<file path="config.mk">
export PLATFORM = sky130hd
export DESIGN_NAME = dma_blk_xfer
export DESIGN_NICKNAME = d
export VERILOG_FILES = /design/src/rtl/dma_xfer_pkg.sv /design/src/rtl/dma_span_calc.sv /design/src/rtl/dma_byte_lane.sv /design/src/rtl/dma_blk_xfer.sv
export SDC_FILE = /design/constraint.sdc
export NUM_CORES = 1
export LEC_CHECK = 0
export BUFFER_PORTS_ARGS = -buffer_cell sky130_fd_sc_hd__buf_2
export CORE_MARGIN = 8
export CORE_UTILIZATION = 40
export DETAILED_ROUTE_END_ITERATION = 8
export PLACE_DENSITY = 0.67
export SYNTH_ARGS = -nofsm -noshare
export SYNTH_HDL_FRONTEND = slang
export SYNTH_SLANG_ARGS = --single-unit
</file>
<file path="constraint.sdc">
create_clock -name clk -period 4.84 [get_ports clk]
set_clock_uncertainty 0.2 [all_clocks]
set_input_delay 0.726 -clock clk [delete_from_list [all_inputs] [get_ports clk]]
set_output_delay 0.726 -clock clk [all_outputs]
set_load 0.005 [all_outputs]
</file>
<file path="src/rtl/dma_xfer_pkg.sv">
package dma_xfer_pkg;
  typedef enum logic [2:0] {
    XF_IDLE,
    XF_RUN,
    XF_RDW,
    XF_OUT,
    XF_RMW
  } xfer_state_e;
endpackage

</file>
<file path="src/rtl/dma_span_calc.sv">
// Start-time span planning: trims the address, sizes the count, and sets
// the stop limit for direct mode.
module dma_span_calc #(
  parameter int PA_W  = 22,
  parameter int MAP_W = 18,
  parameter int CNT_W = 16,
  localparam int LIM_W = PA_W + 1
) (
  input  logic [PA_W-1:0]  base_i,
  input  logic [CNT_W-1:0] count_i,
  input  logic             map_i,
  input  logic             word_i,
  input  logic [PA_W-1:0]  msize_i,
  output logic [LIM_W-1:0] first_o,
  output logic [LIM_W-1:0] end_o,
  output logic [LIM_W-1:0] stop_o,
  output logic             none_o
);
  localparam logic [PA_W-1:0] MAP_MASK = {{(PA_W-MAP_W){1'b0}}, {MAP_W{1'b1}}};

  logic [PA_W-1:0]  trimmed;
  logic [PA_W-1:0]  aligned;
  logic [CNT_W-1:0] eff_cnt;
  logic [LIM_W-1:0] size_ext;

  always_comb begin
    trimmed  = map_i ? (base_i & MAP_MASK) : base_i;
    aligned  = word_i ? {trimmed[PA_W-1:1], 1'b0} : trimmed;
    eff_cnt  = word_i ? {count_i[CNT_W-1:1], 1'b0} : count_i;
    first_o  = {1'b0, aligned};
    end_o    = first_o + {{(LIM_W-CNT_W){1'b0}}, eff_cnt};
    size_ext = {1'b0, msize_i};
    none_o   = 1'b0;
    if (map_i) begin
      stop_o = end_o;
    end else if (end_o < size_ext) begin
      stop_o = end_o;
    end else if (first_o < size_ext) begin
      stop_o = size_ext;
    end else begin
      stop_o = first_o;
      none_o = 1'b1;
    end
  end
endmodule

</file>
<file path="src/rtl/dma_byte_lane.sv">
// Byte steering between a 16-bit memory word and the stream.
module dma_byte_lane #(
  parameter int DATA_W = 16,
  localparam int LANE_W = DATA_W / 2
) (
  input  logic              word_i,
  input  logic              hi_i,
  input  logic [DATA_W-1:0] mem_word_i,
  input  logic [DATA_W-1:0] strm_i,
  output logic [DATA_W-1:0] rd_beat_o,
  output logic [DATA_W-1:0] wr_word_o
);
  logic [LANE_W-1:0] lane;

  always_comb begin
    lane      = hi_i ? mem_word_i[DATA_W-1:LANE_W] : mem_word_i[LANE_W-1:0];
    rd_beat_o = word_i ? mem_word_i : {{LANE_W{1'b0}}, lane};
    if (word_i)
      wr_word_o = strm_i;
    else if (hi_i)
      wr_word_o = {strm_i[LANE_W-1:0], mem_word_i[LANE_W-1:0]};
    else
      wr_word_o = {mem_word_i[DATA_W-1:LANE_W], strm_i[LANE_W-1:0]};
  end
endmodule

</file>
<file path="src/rtl/dma_blk_xfer.sv">
module dma_blk_xfer
  import dma_xfer_pkg::*;
#(
  parameter int PA_W  = 22,
  parameter int MAP_W = 18,
  parameter int CNT_W = 16
) (
  input  logic             clk,
  input  logic             rst_n,
  input  logic             start,
  input  logic             dir_wr,
  input  logic             word_mode,
  input  logic             map_mode,
  input  logic [PA_W-1:0]  bus_addr,
  input  logic [CNT_W-1:0] byte_count,
  input  logic [PA_W-1:0]  mem_size,
  output logic             busy,
  output logic             done,
  output logic [CNT_W-1:0] residual,
  output logic             xl_req,
  output logic [MAP_W-1:0] xl_addr,
  input  logic [PA_W-1:0]  xl_pa,
  output logic             mem_en,
  output logic             mem_we,
  output logic [PA_W-2:0]  mem_addr,
  output logic [15:0]      mem_wdata,
  input  logic [15:0]      mem_rdata,
  input  logic             in_valid,
  output logic             in_ready,
  input  logic [15:0]      in_data,
  output logic             out_valid,
  input  logic             out_ready,
  output logic [15:0]      out_data
);
  localparam int LIM_W  = PA_W + 1;
  localparam int DATA_W = 16;

  xfer_state_e      st_q, st_d;
  logic [LIM_W-1:0] cur_q, cur_d, end_q, end_d, stop_q, stop_d;
  logic [PA_W-1:0]  msz_q, msz_d, pa_q, pa_d;
  logic             wr_q, wr_d, word_q, word_d, map_q, map_d;
  logic [DATA_W-1:0] hold_q, hold_d, outd_q, outd_d;
  logic [CNT_W-1:0] res_q, res_d;
  logic             done_q, done_d;

  logic [LIM_W-1:0] sp_first, sp_end, sp_stop;
  logic             sp_none;
  logic [PA_W-1:0]  beat_pa;
  logic [LIM_W-1:0] step, diff_stop, diff_cur;
  logic [DATA_W-1:0] lane_rd, lane_wr;

  dma_span_calc #(.PA_W(PA_W), .MAP_W(MAP_W), .CNT_W(CNT_W)) u_span (
    .base_i  (bus_addr),
    .count_i (byte_count),
    .map_i   (map_mode),
    .word_i  (word_mode),
    .msize_i (mem_size),
    .first_o (sp_first),
    .end_o   (sp_end),
    .stop_o  (sp_stop),
    .none_o  (sp_none)
  );

  dma_byte_lane #(.DATA_W(DATA_W)) u_lane (
    .word_i     (word_q),
    .hi_i       (pa_q[0]),
    .mem_word_i (mem_rdata),
    .strm_i     (hold_q),
    .rd_beat_o  (lane_rd),
    .wr_word_o  (lane_wr)
  );

  assign beat_pa   = map_q ? xl_pa : cur_q[PA_W-1:0];
  assign step      = word_q ? LIM_W'(2) : LIM_W'(1);
  assign diff_stop = end_q - stop_q;
  assign diff_cur  = end_q - cur_q;
  assign xl_addr   = cur_q[MAP_W-1:0];
  assign busy      = (st_q != XF_IDLE);
  assign done      = done_q;
  assign residual  = res_q;
  assign out_data  = outd_q;

  always_comb begin
    st_d = st_q;  cur_d = cur_q;  end_d = end_q;  stop_d = stop_q;
    msz_d = msz_q;  pa_d = pa_q;  wr_d = wr_q;  word_d = word_q;  map_d = map_q;
    hold_d = hold_q;  outd_d = outd_q;  res_d = res_q;  done_d = 1'b0;
    mem_en = 1'b0;  mem_we = 1'b0;  mem_addr = pa_q[PA_W-1:1];  mem_wdata = lane_wr;
    in_ready = 1'b0;  out_valid = 1'b0;  xl_req = 1'b0;
    unique case (st_q)
      XF_IDLE: begin
        if (start) begin
          cur_d  = sp_first;  end_d = sp_end;  stop_d = sp_stop;  msz_d = mem_size;
          wr_d   = dir_wr;  word_d = word_mode;  map_d = map_mode;
          if (sp_none) begin
            res_d  = byte_count;
            done_d = 1'b1;
          end else begin
            st_d = XF_RUN;
          end
        end
      end
      XF_RUN: begin
        if (cur_q >= stop_q) begin
          res_d  = diff_stop[CNT_W-1:0];
          done_d = 1'b1;
          st_d   = XF_IDLE;
        end else begin
          xl_req = map_q;
          if (map_q && (beat_pa >= msz_q)) begin
            res_d  = diff_cur[CNT_W-1:0];
            done_d = 1'b1;
            st_d   = XF_IDLE;
          end else if (!wr_q) begin
            mem_en   = 1'b1;
            mem_addr = beat_pa[PA_W-1:1];
            pa_d     = beat_pa;
            st_d     = XF_RDW;
          end else if (in_valid) begin
            in_ready = 1'b1;
            mem_en   = 1'b1;
            mem_addr = beat_pa[PA_W-1:1];
            if (word_q) begin
              mem_we    = 1'b1;
              mem_wdata = in_data;
              cur_d     = cur_q + step;
            end else begin
              pa_d   = beat_pa;
              hold_d = in_data;
              st_d   = XF_RMW;
            end
          end
        end
      end
      XF_RDW: begin
        outd_d = lane_rd;
        st_d   = XF_OUT;
      end
      XF_OUT: begin
        out_valid = 1'b1;
        if (out_ready) begin
          cur_d = cur_q + step;
          st_d  = XF_RUN;
        end
      end
      XF_RMW: begin
        mem_en = 1'b1;
        mem_we = 1'b1;
        cur_d  = cur_q + step;
        st_d   = XF_RUN;
      end
      default: st_d = XF_IDLE;
    endcase
  end

  always_ff @(posedge clk or negedge rst_n) begin
    if (!rst_n) begin
      st_q <= XF_IDLE;  cur_q <= '0;  end_q <= '0;  stop_q <= '0;
      msz_q <= '0;  pa_q <= '0;  wr_q <= 1'b0;  word_q <= 1'b0;  map_q <= 1'b0;
      hold_q <= '0;  outd_q <= '0;  res_q <= '0;  done_q <= 1'b0;
    end else begin
      st_q <= st_d;  cur_q <= cur_d;  end_q <= end_d;  stop_q <= stop_d;
      msz_q <= msz_d;  pa_q <= pa_d;  wr_q <= wr_d;  word_q <= word_d;  map_q <= map_d;
      hold_q <= hold_d;  outd_q <= outd_d;  res_q <= res_d;  done_q <= done_d;
    end
  end


  out_hold_chk: assert property (@(posedge clk) disable iff (!rst_n)
    (out_valid && !out_ready) |=> (out_valid && $stable(out_data)));


  resid_hold_chk: assert property (@(posedge clk) disable iff (!rst_n)
    (!done) |-> $stable(residual));


  done_pulse_chk: assert property (@(posedge clk) disable iff (!rst_n)
    done |=> !done);


  mem_range_chk: assert property (@(posedge clk) disable iff (!rst_n)
    mem_en |-> ({1'b0, mem_addr, 1'b0} < {1'b0, msz_q}));


  rmw_order_chk: assert property (@(posedge clk) disable iff (!rst_n)
    (mem_en && mem_we && !word_q) |-> $past(mem_en && !mem_we));
endmodule

</file>
# Word level (Yosys, flattened, before mapping)

Cells that the tools add are included.

Multiplexer cells: 74
Magnitude comparators: 4
Reduce and logical (&&, ||, !) cells: 11
Add/sub/neg operators: 4
Bitwise gates (word level): 3
Equal/unequal tests: 18

Operators by type and width:

| cell                                                | number |
|---|---|
| two-way mux 16 bit                                  | 13 |
| two-way mux 23 bit                                  | 9 |
| two-way mux 22 bit                                  | 6 |
| two-way mux 21 bit                                  | 5 |
| case mux 23 bit (4 select lines)                    | 1 |
| case mux 16 bit (2 select lines)                    | 1 |
| subtractor 16 bit                                   | 2 |
| two-way mux 1 bit                                   | 25 |
| two-way mux 3 bit                                   | 8 |
| adder 22 x 16 -> 23 bit                             | 1 |
| adder 23 x 2 -> 23 bit                              | 1 |
| >= comparator 23 bit                                | 1 |
| < comparator 23 x 22 -> 1 bit                       | 1 |
| >= comparator 22 bit                                | 1 |
| < comparator 22 bit                                 | 1 |
| != test 2 bit, second input constant                | 11 |
| case mux 3 bit (5 select lines)                     | 1 |
| != test 5 bit, second input constant                | 2 |
| AND reduction 5 bit                                 | 2 |
| two-way mux 8 bit                                   | 1 |
| AND reduction 8 bit                                 | 1 |
| equality test 3 x 2 -> 1 bit, second input constant | 2 |
| case mux 1 bit (2 select lines)                     | 3 |
| AND reduction 6 bit                                 | 1 |
| other kinds (12)                                    | 14 |

Register bits: 161
Output and inout port bits: 94
Word-level logic and storage cells: 127

# Longest topological paths before layout

Depth in word-level cells: 9
Mapped depth: 23
Mapped depth without buffers: 21

# By module

From an unflattened synthesis, not the netlist that was laid out.

Cell total of the unflattened synthesis: 1370
Area, all modules: 12539.5 µm²

Modules (own cells, without submodules):

| module        | seq. area each (µm²) | instances | cells each | area each (µm²) |
|---|---|---|---|---|
| dma_blk_xfer  | 4028.9               | 1         | 949        | 9560.4 |
| dma_span_calc | 0.0                  | 1         | 367        | 2497.4 |
| dma_byte_lane | 0.0                  | 1         | 54         | 481.7 |

# Worst setup path before layout

OpenSTA, ideal clock, no wires.

Path type: input-to-reg
Start point: in word_mode
End point: reg stop_q[12]
Slack: -381 ps
Buffers on the path: 2
Arrival: 4891 ps
Setup time: 130 ps
Data required time: 4510 ps
Stages on the path: 21
Cells stage by stage: nand2b_1 inv_1 ha_1 fa_1 a211oi_2 o32ai_2 a2111oi_2 nor3_2 or2_2 xor2_1 ha_1 nand4_1 or4_1 a21oi_1 o21ai_0 o211ai_4 buf_4 buf_2 nand2_1 o211ai_1 o21ai_0

Longest elaborated chain between the ends: 5

Ends and longest elaborated chain:

| element                                                                    | line                                     | RTL |
|---|---|---|
| start, declared                                                            | dma_blk_xfer.sv:12                       | `input logic word_mode,` |
| two-way mux 1 bit (on tied branches)                                       | dma_span_calc.sv:28, dma_span_calc.sv:29 |  |
| adder 22 x 16 -> 23 bit / < comparator 22 bit (equally long branches)      | dma_span_calc.sv:31, dma_span_calc.sv:38 |  |
| < comparator 23 x 22 -> 1 bit / two-way mux 22 bit (equally long branches) | dma_span_calc.sv:36, dma_span_calc.sv:38 |  |
| two-way mux 23 bit                                                         | dma_span_calc.sv:36                      | `end else if (end_o < size_ext) begin` |
| two-way mux 23 bit *                                                       | dma_span_calc.sv:34                      | `if (map_i) begin` |
| end signal, assigned                                                       | dma_blk_xfer.sv:161                      | `st_q <= st_d; cur_q <= cur_d; end_q <= end_d; stop_q <= stop_d;` |
| end, declared                                                              | dma_blk_xfer.sv:39                       | `logic [LIM_W-1:0] cur_q, cur_d, end_q, end_d, stop_q, stop_d;` |

Mark *: on every way between the ends. The rest lies on a longest branch, timed or not.
A chain may end at the register's enable or synchronous reset.

# Final worst setup path

Start point: in word_mode
End point: reg res_q[11], in the netlist residual[11]

Longest elaborated chain between the ends: 7

Ends and longest elaborated chain:

| element                              | line                                     | RTL |
|---|---|---|
| two-way mux 1 bit (on tied branches) | dma_span_calc.sv:28, dma_span_calc.sv:29 |  |
| adder 22 x 16 -> 23 bit *            | dma_span_calc.sv:31                      | `end_o = first_o + {{(LIM_W-CNT_W){1'b0}}, eff_cnt};` |
| net sp_end[14]                       | dma_blk_xfer.sv:46                       | `logic [LIM_W-1:0] sp_first, sp_end, sp_stop;` |
| < comparator 23 x 22 -> 1 bit *      | dma_span_calc.sv:36                      |  |
| two-way mux 1 bit *                  | dma_span_calc.sv:36                      |  |
| two-way mux 1 bit *                  | dma_span_calc.sv:34                      |  |
| != test 2 bit (no line) *            | n/a                                      |  |
| AND reduction 4 bit (no line) *      | n/a                                      |  |
| end signal, assigned                 | dma_blk_xfer.sv:163                      | `hold_q <= hold_d; outd_q <= outd_d; res_q <= res_d; done_q <= done_d;` |
| end, declared                        | dma_blk_xfer.sv:43                       | `logic [CNT_W-1:0] res_q, res_d;` |

Mark *: on every way through the listed nets, which the timed path passes. The rest lies on a longest branch.

==> results.md <==
- Worst Setup Start Kind: primary input
- Post-synth top area share: 0.332
- Yosys reg bits: 161
- Synthesized net count: 1,708
- Chip height: 190 microns
- Fin util: 0.502
- Clock tree buffer depth: 2
- Clock sinks: 161
- CTS buffer count: 17
- Reg2reg setup slack: around 0.15 ns
- Hpwl dp: 31,600 microns
- Vias per cell: around 5.4
- Status: finished, violations left
- Initial Util: 0.401
- Worst EP required: between 4 and 5 ns
- Fill cell total of the finished layout: 2,921
- F_max: 204 MHz
- RSZ-0062 raised after global routing: true
- Worst-Skew Late Latency: approximately 0.44 ns
- Crit path DAT: 5.03 ns
- Crit Path Max Fanout: 4
- Wirelength per Cell: 18.6 microns
- Length in cells of the worst reg-to-reg path: 20
- DRC violations left: 0
- Number of global-route vias before repair: 11,300
- Crit Path Category: primary input to flop
- Worst Tran Pin Value: 1.11 ns
- I/O pin cnt: 216
- Final Setup Violations: 12
- Area growth, synth to finish: 25.0%
- Setup ws final: -0.0688 ns
- Synth async-reset ratio: 1.00
- Most used DFF post-synth: dfrtp_1
- Yosys cell types: 70
- CP endpoint kind: flop
- Placer Congestion: 0.924
- I/O Buffers: 215
- Post-synth EDFFs: 0
- Main area contributors after synthesis: dfrtp_1, ha_1, o21ai_0
- Static Leak: 8.01 nW
- Commonest non-fill, non-tap cell in the layout: buf_2
- Largest net degree at the start of global routing: 101
- PwrDens: 265 nW/um^2
- Total Routing Usage GR: 0.215
- Mean Syn Cell Area: 8.30 sq um
- H-tree depth: 4
- TritonRoute pass-1 iters: 6
- Fin crit period: 4.91 ns
- R2r startpoint: stop_q[4]
- Final #Nets: between 1,500 and 2,000
- Ratio of cells with drive above 1 in the final layout: 0.251
- Hold buffers post-CTS: 0
- Final period util: 1.01
- Hold WS: 0.169 ns
- Synthesized area: 12,100 sq um
- MaxCap Viol Count: 0
- CTS tree: yes
- Final ANT Viol Nets: 0
- Sequential area share after synthesis: 0.332
- GRT overflow: 0
- Yosys top cell by area: dfrtp_1
- Count of final hold-check violations: 0
- Total core area: 30,300 sq um
- Row count: 64
- Violated checks: setup timing
- Commonest non-fill, non-tap cells in the layout: buf_2, nand2_1, dfrtp_1
- Max VDD drop: 0.230 mV
- Syn Inst Count: around 1,500
- Reg-to-reg critical path endpoint: residual[14]
- Reg clk slew, reported paths: 0.08 ns
- Die ar.: 36,200 sq um
- Worst slew margin: 0.257
- Fin cells: 2,139
- Placed cells: between 2,000 and 2,500
- YS warnings: 0
- Multi-input gate area: 7440 sq um
- Clk root buf: clkbuf_16
- Storage element area: 4030 sq um
- Routed WL: 39,900 microns
- First-pass GRT wire length: 61,500 microns
- Fin. max-slew vios: 0
- Vias: roughly 12,000
- Antenna violations before repair: 4
- Initial DRC Count: 799
- Die Span X: 190 microns
- Pre-CTS WS: -0.440 ns
- Worst hold path type: primary input to asynchronous set/reset pin
- Total negative slack: -0.527 ns
layer usage:
| metal | vias to the layer above | share of wire | global-route usage |
|---|---|---|---|
| met5 | - | 0.00033 | 0 |
| met3 | 40 | 0.068 | 0.0353 |
| met1 | 5437 | 0.48 | 0.308 |
| met2 | 393 | 0.44 | 0.332 |
| li1 | 5639 | - | - |
| met4 | 2 | 0.017 | 0.0549 |
cell families after synthesis:
| family | share of synthesized area |
|---|---|
| buffers and inverters | 0.0734 |
| multiplexers | 0.0798 |
| XOR/XNOR | 0.0216 |
| AO/OA/AOI/OAI | 0.216 |
| AND/OR/NAND/NOR | 0.149 |
| adder cells (fa/ha/maj) | 0.129 |
| flip-flops | 0.332 |
critical path: stages:
cell	delay (ns)
buf_8	0.08
nand2b_4	0.13
inv_4	0.04
ha_4	0.15
fa_2	0.36
a211oi_4	0.34
o32ai_4	0.16
a2111oi_4	0.37
buf_4	0.19
nor2_4	0.04
a21o_1	0.19
a21oi_2	0.17
xnor2_2	0.09
ha_1	0.33
nand4b_1	0.09
or4_1	0.49
a21oi_2	0.13
o21ai_2	0.08
o211ai_4	0.16
a32oi_4	0.22
inv_2	0.17
mux2_4	0.30
timing repair:
item | in CTS | in global routing
endpoints found under the setup margin | 20 | 76
pin swaps | 0 | 26
gates cloned | 0 | 3
endpoints found under the hold margin | 0 | 0
resized for setup | 4 | 56
setup buffers | 0 | 9
flip-flops by register name, indices dropped and copies added, names as in the netlist:
register,flops
stop_q,23
pa_q,22
st_q,3
cur_q,23
residual,16
out_data,16
map_q,1
word_q,1
end_q,16
msz_q,22
done,1
hold_q,16
wr_q,1
final cells by class:
class                           instances  share of cell area
Sequential cell                       161               0.265
Tap cell                              396              0.0326
Inverter                              124              0.0308
Clock buffer                           17              0.0280
Clock inverter                         15              0.0122
Multi-Input combinational cell       1089               0.490
Timing Repair Buffer                  332               0.140
Antenna cell                            5            0.000824
through the flow:
step / power [mW] / instance area (sq um)
CTS: 3.98 / 14800
global placement: 2.55 / 14200
finish: 4.02 / 15200
floorplan: 2.09 / 12200
global route: 4.23 / 15200
detailed placement: 2.57 / 14200
power breakdown:
group	leakage [nW]	switching (mW)	internal [mW]
Combinational	5.79	0.700	0.518
Clock	0.293	0.699	0.704
Sequential	1.93	0.0233	1.38
worst max path at each step:
| stage | start | endpoint | slack [ns] |
|---|---|---|---|
| after floorplan | word_mode | residual[11] | 0.005 |
| after global placement | byte_count[0] | stop_q[13] | -0.31 |
| after detailed placement | word_mode | stop_q[5] | -0.44 |
| after CTS | word_mode | stop_q[7] | 0.004 |
| after global routing | word_mode | stop_q[4] | -0.26 |
| final | word_mode | residual[11] | -0.07 |
Yosys cell counts, types with 6 or more instances:
cell / instances
o21a_1: 6
o211ai_1: 14
nand2b_1: 11
a211oi_1: 17
nor2_1: 100
nor2b_1: 20
dfrtp_1: 161
mux2_2: 21
buf_4: 20
o21ai_0: 160
nor3_1: 11
inv_1: 122
mux2i_1: 68
o2111ai_1: 6
nand4_1: 14
xor2_1: 17
buf_2: 14
clkbuf_1: 51
ha_1: 120
and3_1: 10
nand2_1: 196
a21o_1: 34
nand3_1: 20
a21oi_1: 133
xnor2_1: 13
o22ai_1: 7
No activity file was read; power rests on OpenSTA's default activity.
